--- src/rtl/uart_reg_pkg.sv ---
package uart_reg_pkg;
  localparam int NUM_REGS   = 12;
  localparam int IER_TX_BIT = 1;

  typedef enum logic [3:0] {
    IDX_DLL  = 4'd0,  IDX_DLH = 4'd1, IDX_GCTL = 4'd2, IDX_LCR = 4'd3,
    IDX_MCR  = 4'd4,  IDX_LSR = 4'd5, IDX_MSR  = 4'd6, IDX_SCR = 4'd7,
    IDX_IES  = 4'd8,  IDX_IEC = 4'd9, IDX_THR  = 4'd10, IDX_RBR = 4'd11
  } regIdx_t;

  typedef enum logic [1:0] {
    ERR_NONE = 2'd0, ERR_SIZE = 2'd1, ERR_MAP = 2'd2
  } accErr_t;

  // strobes handed from decode to the datapath
  typedef struct packed {
    logic    wr;
    logic    rd;
    regIdx_t idx;
    accErr_t err;
  } strobe_t;
endpackage

--- src/rtl/uart_reg_ctrl.sv ---
module uart_reg_ctrl
  import uart_reg_pkg::*;
#(
  parameter int ADDR_W = 6
) (
  input  logic              busSel,
  input  logic              busWrite,
  input  logic [ADDR_W-1:0] busAddr,
  input  logic [1:0]        busSize,
  output strobe_t           stb
);
  localparam int IDX_W = ADDR_W - 2;

  logic [IDX_W-1:0] wordIdx;
  logic             misaligned;
  logic             beyondMap;

  assign wordIdx    = busAddr[ADDR_W-1:2];
  assign misaligned = |busAddr[1:0];
  assign beyondMap  = (wordIdx >= IDX_W'(NUM_REGS));

  always_comb begin
    stb = '0;
    if (busSel) begin
      if (busSize != 2'd1) begin
        stb.err = ERR_SIZE;        // size is judged before the offset
      end else if (misaligned || beyondMap) begin
        stb.err = ERR_MAP;
      end else begin
        stb.wr  = busWrite;
        stb.rd  = !busWrite;
        stb.idx = regIdx_t'(wordIdx[3:0]);
      end
    end
  end
endmodule

--- src/rtl/uart_reg_dpath.sv ---
module uart_reg_dpath
  import uart_reg_pkg::*;
#(
  parameter int DATA_W = 16
) (
  input  logic              clk,
  input  logic              rstN,
  input  strobe_t           stb,
  input  logic [DATA_W-1:0] wdata,
  output logic [DATA_W-1:0] rdata,
  output logic [1:0]        errCode,
  input  logic [7:0]        rxByte,
  input  logic              rxReady,
  output logic              rxPop,
  input  logic              thrEmpty,
  input  logic              txIdle,
  output logic [7:0]        txData,
  output logic              txLoad,
  output logic              txEvent,
  input  logic [4:0]        stickySet,   // {txDone, break, frame, parity, overrun}
  input  logic              ctsChange
);
  localparam int NUM_CFG = 5;            // divisor low/high, global, line, modem
  localparam int PAD_W   = DATA_W - 8;

  logic [DATA_W-1:0] cfgReg [NUM_CFG];
  logic [DATA_W-1:0] scrReg, ierReg, thrReg, rdMux, rdataQ;
  logic [4:0]        stickyQ, stickyClr;
  logic              ctsQ, ctsClr, txLoadQ, txEventQ, thrWrite;
  logic [1:0]        errQ;

  for (genvar i = 0; i < NUM_CFG; i++) begin : g_cfg
    localparam logic [DATA_W-1:0] RST_VAL = (i == 0) ? DATA_W'(1) : '0;
    always_ff @(posedge clk) begin
      if (!rstN)                                      cfgReg[i] <= RST_VAL;
      else if (stb.wr && stb.idx == regIdx_t'(4'(i))) cfgReg[i] <= wdata;
    end
  end

  assign thrWrite  = stb.wr && stb.idx == IDX_THR;
  assign stickyClr = (stb.wr && stb.idx == IDX_LSR) ? {wdata[7], wdata[4:1]} : 5'd0;
  assign ctsClr    = stb.wr && stb.idx == IDX_MSR && wdata[0];
  assign rxPop     = stb.rd && stb.idx == IDX_RBR;

  always_comb begin
    unique case (stb.idx)
      IDX_DLL:          rdMux = cfgReg[0];
      IDX_DLH:          rdMux = cfgReg[1];
      IDX_GCTL:         rdMux = cfgReg[2];
      IDX_LCR:          rdMux = cfgReg[3];
      IDX_MCR:          rdMux = cfgReg[4];
      IDX_LSR:          rdMux = {{PAD_W{1'b0}}, stickyQ[4], txIdle, thrEmpty,
                                 stickyQ[3:0], rxReady};
      IDX_MSR:          rdMux = {{(DATA_W-1){1'b0}}, ctsQ};
      IDX_SCR:          rdMux = scrReg;
      IDX_IES, IDX_IEC: rdMux = ierReg;
      IDX_THR:          rdMux = thrReg;
      IDX_RBR:          rdMux = {{PAD_W{1'b0}}, rxByte};
      default:          rdMux = '0;
    endcase
  end

  always_ff @(posedge clk) begin
    if (!rstN) begin
      scrReg   <= '0;
      ierReg   <= '0;
      thrReg   <= '0;
      stickyQ  <= '0;
      ctsQ     <= 1'b0;
      rdataQ   <= '0;
      errQ     <= 2'd0;
      txLoadQ  <= 1'b0;
      txEventQ <= 1'b0;
    end else begin
      if (stb.wr) begin
        case (stb.idx)
          IDX_SCR: scrReg <= wdata;
          IDX_IES: ierReg <= ierReg | wdata;
          IDX_IEC: ierReg <= ierReg & ~wdata;
          IDX_THR: thrReg <= wdata;
          default: ;
        endcase
      end
      stickyQ  <= (stickyQ & ~stickyClr) | stickySet;   // set wins
      ctsQ     <= (ctsQ & ~ctsClr) | ctsChange;
      txLoadQ  <= thrWrite;
      txEventQ <= thrWrite && ierReg[IER_TX_BIT];
      if (stb.rd) rdataQ <= rdMux;
      errQ     <= stb.err;
    end
  end

  assign rdata   = rdataQ;
  assign errCode = errQ;
  assign txData  = thrReg[7:0];
  assign txLoad  = txLoadQ;
  assign txEvent = txEventQ;
endmodule

--- src/rtl/uart_reg_bank.sv ---
module uart_reg_bank
  import uart_reg_pkg::*;
#(
  parameter int ADDR_W = 6,
  parameter int DATA_W = 16
) (
  input  logic              clk,
  input  logic              rstN,
  input  logic              busSel,
  input  logic              busWrite,
  input  logic [ADDR_W-1:0] busAddr,
  input  logic [1:0]        busSize,
  input  logic [DATA_W-1:0] busWdata,
  output logic [DATA_W-1:0] busRdata,
  output logic [1:0]        busErr,
  input  logic [7:0]        rxByte,
  input  logic              rxReady,
  output logic              rxPop,
  input  logic              thrEmpty,
  input  logic              txIdle,
  output logic [7:0]        txData,
  output logic              txLoad,
  output logic              txEvent,
  input  logic              rxOverrun,
  input  logic              rxParityErr,
  input  logic              rxFrameErr,
  input  logic              rxBreak,
  input  logic              txDone,
  input  logic              ctsChange
);
  strobe_t stb;

  uart_reg_ctrl #(.ADDR_W(ADDR_W)) i_ctrl (
    .busSel(busSel), .busWrite(busWrite), .busAddr(busAddr),
    .busSize(busSize), .stb(stb)
  );

  uart_reg_dpath #(.DATA_W(DATA_W)) i_dpath (
    .clk(clk), .rstN(rstN), .stb(stb), .wdata(busWdata),
    .rdata(busRdata), .errCode(busErr),
    .rxByte(rxByte), .rxReady(rxReady), .rxPop(rxPop),
    .thrEmpty(thrEmpty), .txIdle(txIdle),
    .txData(txData), .txLoad(txLoad), .txEvent(txEvent),
    .stickySet({txDone, rxBreak, rxFrameErr, rxParityErr, rxOverrun}),
    .ctsChange(ctsChange)
  );
endmodule

--- config.mk ---
export PLATFORM = sky130hd
export DESIGN_NAME = uart_reg_bank
export DESIGN_NICKNAME = d
export VERILOG_FILES = /design/src/rtl/uart_reg_pkg.sv /design/src/rtl/uart_reg_ctrl.sv /design/src/rtl/uart_reg_dpath.sv /design/src/rtl/uart_reg_bank.sv
export SDC_FILE = /design/constraint.sdc
export NUM_CORES = 1
export LEC_CHECK = 0
export ABC_CLOCK_PERIOD_IN_PS = 3010
export BUFFER_PORTS_ARGS = -buffer_cell sky130_fd_sc_hd__buf_2
export CAP_MARGIN = 20
export CORE_AREA = 2 2 165 167
export CTS_CLUSTER_SIZE = 28
export DETAILED_ROUTE_END_ITERATION = 12
export DIE_AREA = 0 0 167 169
export GPL_TIMING_DRIVEN = 0
export MAX_ROUTING_LAYER = met4
export PLACE_DENSITY = 0.51
export SLEW_MARGIN = 20
export SYNTH_ARGS = -nofsm -noshare
export SYNTH_HDL_FRONTEND = slang
export SYNTH_HIERARCHICAL = 1
export SYNTH_SLANG_ARGS = --single-unit
--- constraint.sdc ---
create_clock -name clk -period 3.01 [get_ports clk]
set_clock_uncertainty 0.15 [all_clocks]
set_input_delay 0.301 -clock clk [delete_from_list [all_inputs] [get_ports clk]]
set_output_delay 0.301 -clock clk [all_outputs]
set_load 0.02 [all_outputs]
After elaboration in Yosys (flattened, before gate mapping)
Memory sizes are Yosys's and may differ from the RTL's.
Index checks and enable logic that the tools add are counted.
{ "word_totals": {"ff_bits": 74, "mem_bits_rw": 80, "mem_count": 1} }
{ "memory_table": {"columns": ["memory", "words", "word_bits", "read_ports", "rd_clocked_by_memory_dff", "write_ports", "line_no", "source"], "rows": [
  ["i_dpath.cfgReg", 5, 16, 5, 0, 5, "uart_reg_dpath.sv:26", "logic [DATA_W-1:0] cfgReg [NUM_CFG];"]
]} }
{ "classes": {"n_lt_le_gt_ge": 1, "eq_ne": 12, "mux": 29, "bitwise": 16, "n_reduce_logical": 22} }
{ "op_table": {"columns": ["cell", "count"], "rows": [
  ["one-hot mux 16 bit (11 select lines)", 1],
  ["2-to-1 mux 16 bit", 5],
  ["one-hot mux 16 bit (2 select lines)", 1],
  ["AND 16 bit", 1],
  ["equality test 4 x 3 -> 1 bit, second input constant", 4],
  ["equality test 4 bit, second input constant", 4],
  ["2-to-1 mux 1 bit", 16],
  ["inverter 16 bit", 1],
  ["bitwise OR 16 bit", 1],
  ["2-to-1 mux 6 bit", 2],
  ["logical AND 1 bit", 11],
  ["equality test 4 x 2 -> 1 bit, second input constant", 2],
  ["2-to-1 mux 8 bit", 1],
  ["AND reduction 2 bit", 4],
  ["bitwise OR 1 bit", 6],
  ["AND 5 bit", 1],
  ["2-to-1 mux 5 bit", 1],
  ["inverter 5 bit", 1],
  ["bitwise OR 5 bit", 1],
  ["equality test 4 x 1 -> 1 bit, second input constant", 1],
  ["greater-or-equal comparator 4 bit, second input constant", 1],
  ["zero test 4 bit", 1],
  ["2-to-1 mux 2 bit", 2],
  ["OR reduction 2 bit", 2],
  ["7 further kinds", 9]
]} }

Longest topological paths before layout
{ "depth": {"depth_word": 11, "ltp_mapped": 10, "mapped_depth_nobuf": 7} }

Cells and area by module
The synthesis kept the hierarchy.
{ "modules_own_cells": {"columns": ["mod", "n_inst", "cells_per_inst", "area_each_um2"], "rows": [
  ["uart_reg_dpath", 1, 678, 7153.1],
  ["uart_reg_ctrl", 1, 16, 125.1]
]} }

Least setup slack after synthesis
No wires, ideal clock.
{ "synth_timing": {"path_kind": "input -> register", "from": "in busAddr[4]", "to": "mem i_dpath.cfgReg[4][0] (enable)", "t_arrival_ns": 2.635, "required_time_ns": 2.446, "slack_ns": -0.189, "stages": 5, "n_path_buf": 0, "cell_sequence": "a211o_4 -> nor3_2 -> and2b_1 -> nand2_1 -> o31ai_1"} }
{ "synth_lines": {"columns": ["element", "line_no", "source"], "rows": [
  ["start: declaration", "uart_reg_bank.sv:11", "input logic [ADDR_W-1:0] busAddr,"],
  ["end: declaration", "uart_reg_dpath.sv:26", null]
]} }

==> insert_results.sql <==
INSERT INTO impl_metrics (metric_group, metric, value, unit) VALUES
('outcome', 'status', 'completed', ''),
('routing', 'dr_total_vias', '6003', ''),
('hold_path', 'hold_path.class', 'input pin to register', ''),
('floorplanning', 'die_h', '169', 'um'),
('global_route', 'met2_usage', '30.0', '%'),
('layout', 'n_antenna_cell', '0', ''),
('clocking', 'tritoncts_num_sinks', '154', ''),
('sta', 'finalCritPeriodShare', '96.5', '%'),
('worst_setup_path', 'critical_path.top_delay_family', 'simple AND/OR/NAND/NOR gates', ''),
('synthesis', 'post_synth_inst_count', '694', ''),
('placed_design', 'placement.cell_area', '8140', 'sq um'),
('layout', 'mostFrequentLayoutCell', 'sky130_fd_sc_hd__buf_2', ''),
('floorplanning', 'floorplan.initialDensity', '27.5', '%'),
('sta', 'max_slew_margin', '31.1', '%'),
('routing', 'drt_iter0_drc', '672', ''),
('clocking', 'cts_tree', 'done', ''),
('synthesis', 'synth_sequential_area_ratio', '53.4', '%'),
('worst_setup_path', 'cp-end-kind', 'register', ''),
('sta', 'timing.setup.tns', '0', 'ps'),
('layout', 'area_delta_synth_final', '21.0', '%'),
('worst_setup_path', 'reg2reg_depth', '5', ''),
('global_route', 'antenna_found_initial', '1', ''),
('synthesis', 'number_of_library_cell_types_mapped_by_synthesis', '72', ''),
('global_route', 'gr-usage-met1', '26.2', '%'),
('clocking', 'cts-htree-levels', '4', ''),
('global_route', 'groute.usage.overall', '19.8', '%'),
('layout', 'total_of_fill_cells_in_the_finished_design', '2711', ''),
('power_and_ir_drop', 'totalPowerFinal', '4.71', 'mW'),
('floorplanning', 'core.rowCount', '60', ''),
('placed_design', 'place_ws', '-407', 'ps'),
('worst_setup_path', 'crit_path_start_kind', 'input pin', ''),
('worst_setup_path', 'worstReg2RegEnd', 'i_dpath/rdata[7]', ''),
('global_route', 'grt_remaining_overflow', '0', ''),
('sta', 'timing.final.hold_violations', '0', ''),
('worst_setup_path', 'crit_fanout', '10', ''),
('clocking', 'max-clock-path-buffers', '2', ''),
('power_and_ir_drop', 'largest_voltage_drop_on_the_vdd_net', '0.345', 'mV'),
('routing', 'wire_length_reported_by_the_detailed_router', '27.0', 'mm'),
('global_route', 'grt_first_pass_wirelength', '39.3', 'mm'),
('routing', 'drt_pass1_iterations', '5', ''),
('routing', 'wire_length_per_cell', '23.6', 'um'),
('sta', 'setup-violations-final', '0', ''),
('placed_design', 'dpl.hpwl', '19.0', 'mm'),
('routing', 'ant_nets', '0', ''),
('layout', 'commonest_cells_after_routing_fill_and_taps_aside', 'sky130_fd_sc_hd__buf_2, sky130_fd_sc_hd__and2_1, sky130_fd_sc_hd__nand2_1', ''),
('worst_setup_path', 'required_time_at_the_endpoint_of_the_critical_path', '3140', 'ps'),
('power_and_ir_drop', 'power_per_cell_area', '534', 'nW/um^2'),
('global_route', 'grt_busiest_layer', 'met2', ''),
('clocking', 'clock_root_buffer_master', 'sky130_fd_sc_hd__clkbuf_16', ''),
('sta', 'final.min_clock_period', '2900', 'ps'),
('clocking', 'tritoncts.num_buffers', '17', ''),
('synthesis', 'synth_fp_nets', '739', ''),
('worst_setup_path', 'max_stage_delay', '730', 'ps'),
('clocking', 'worst_setup_hold_path_clk_slew', '60', 'ps'),
('worst_setup_path', 'timing.critical_path.arrival', '3040', 'ps'),
('sta', 'fmax', '344', 'MHz'),
('worst_setup_path', 'timing.rr.start', 'i_dpath/rdata[7]', ''),
('job', 'drv_cap', '0', ''),
('placed_design', 'routabilityCongestion', '0.896', ''),
('worst_setup_path', 'crit_path_cell_trace', 'buf_2, a211o_4, nor3_2, buf_6, buf_4, clkbuf_1, nor3_1, nor4_1, nor2_1', ''),
('synthesis', 'postSynth.topFlopCell', 'sky130_fd_sc_hd__edfxtp_1', ''),
('sta', 'max_slew.worst_pin.slew', '1030', 'ps'),
('layout', 'final_nets', '836', ''),
('worst_setup_path', 'timing.critical_path.buf_inv', '4', ''),
('worst_setup_path', 'reg2reg_setup_slack', '1080', 'ps'),
('global_route', 'via_count_of_the_first_global_routing_pass', '5743', ''),
('floorplanning', 'core-area', '26500', 'sq um'),
('synthesis', 'number_of_synthesized_flops_with_an_enable_pin', '80', ''),
('synthesis', 'synth_seq_cells', '154', ''),
('global_route', 'global_route.usage.met3', '3.83', '%'),
('synthesis', 'post_synth.cell_area_avg', '10.5', 'sq um');
==> Yosys cell counts, drive strengths merged (4+ instances only) <==
cell    instances  area [sq um]
a21boi          6          45.0
a21oi          65           329
a221oi          5          43.8
a22o            7          61.3
a22oi          19           143
a311oi         18           158
a31oi           7          43.8
a32oi           5          43.8
and2           83           519
and3            4          25.0
buf            43           310
clkbuf         19          75.1
dfxtp          74          1480
edfxtp         80          2400
inv            11          41.3
mux2           10           116
mux2i          14           140
nand2          82           310
nand2b          4          25.0
nand3           8          40.0
nor2           26           110
nor2b          14          95.1
nor3           19           135
nor3b           4          35.0
nor4           10          83.8
o21a            5          37.5
o21ai          15          75.1
==> final cells by class <==
| type | count | area (sq um) | area share, % |
|---|---|---|---|
| flip-flops and latches | 154 | 3880 | 44.1 |
| multi-input cells | 467 | 3020 | 34.3 |
| clock buffers | 23 | 512 | 5.81 |
| repair buffers | 78 | 455 | 5.17 |
| well taps | 341 | 427 | 4.84 |
| plain buffers | 62 | 387 | 4.39 |
| clock inverters | 9 | 82.6 | 0.937 |
| inverters | 11 | 41.3 | 0.469 |
==> report_power, final <==
part / internal (mW) / switching, mW / total, mW / leakage, nW
registers: 2.27 / 0.0205 / 2.29 / 1.36
logic: 0.0856 / 0.174 / 0.260 / 1.53
clock network: 1.29 / 0.875 / 2.16 / 0.293
==> cell families (layout without fill, tap and decap cells) <==
family / count (synthesis) / count (layout) / share of synthesized area, %
AOI/OAI and AO/OA: 181 / 181 / 17.2
buffers and inverters: 73 / 183 / 5.86
DFF: 154 / 154 / 53.4
muxes: 25 / 25 / 3.83
and+or+nand+nor: 261 / 261 / 19.7
==> timing repair <==
action                                 4_1_cts  5_1_grt
endpoints found under the hold margin        6        0
pin swaps                                    1        0
gates cloned                                 0        0
setup endpoints to repair                    1       16
hold buffers                                 6        0
resized for setup                            1        1
setup buffers                                1        0
==> worst min-delay path by stage <==
stage | startpoint | to | slack (ps) | cells after the start
global route | busWdata[14] | i_dpath/scrReg[14] | 60 | 3
detailed placement | i_dpath/scrReg[6] | i_dpath/scrReg[6] | 300 | 2
floorplan | busWdata[5] | register | 260 | 1
CTS | busWdata[14] | i_dpath/thrReg[14] | 40 | 3
global placement | i_dpath/thrReg[14] | i_dpath/thrReg[14] | 290 | 2
finish | busWdata[14] | i_dpath/thrReg[14] | 50 | 3
==> metal layers <==
| metal | vias up | wire length (um) | share of wire, % |
|---|---|---|---|
| met5 | - | 0 | 0 |
| met4 | 0 | 890 | 3.3 |
| met3 | 51 | 2080 | 7.7 |
| met2 | 291 | 12400 | 46 |
| met1 | 2939 | 11700 | 43 |
| li1 | 2722 | - | - |
==> through the flow <==
step	hold WS (ps)	utilization, %	instances
6_report	51.1	33.2	1145
5_1_grt	59.0	33.2	1145
4_1_cts	42.3	33.2	1145
3_5_place_dp	297	30.7	1106
3_3_place_gp	292	30.4	1102
2_1_floorplan	261	-	694
==> tightest hold or removal path, stage by stage <==
cell and delay, ps:
sky130_fd_sc_hd__buf_2 150, sky130_fd_sc_hd__nand2_1 70, sky130_fd_sc_hd__a21oi_1 50
Power figures use the tool's default switching activity.
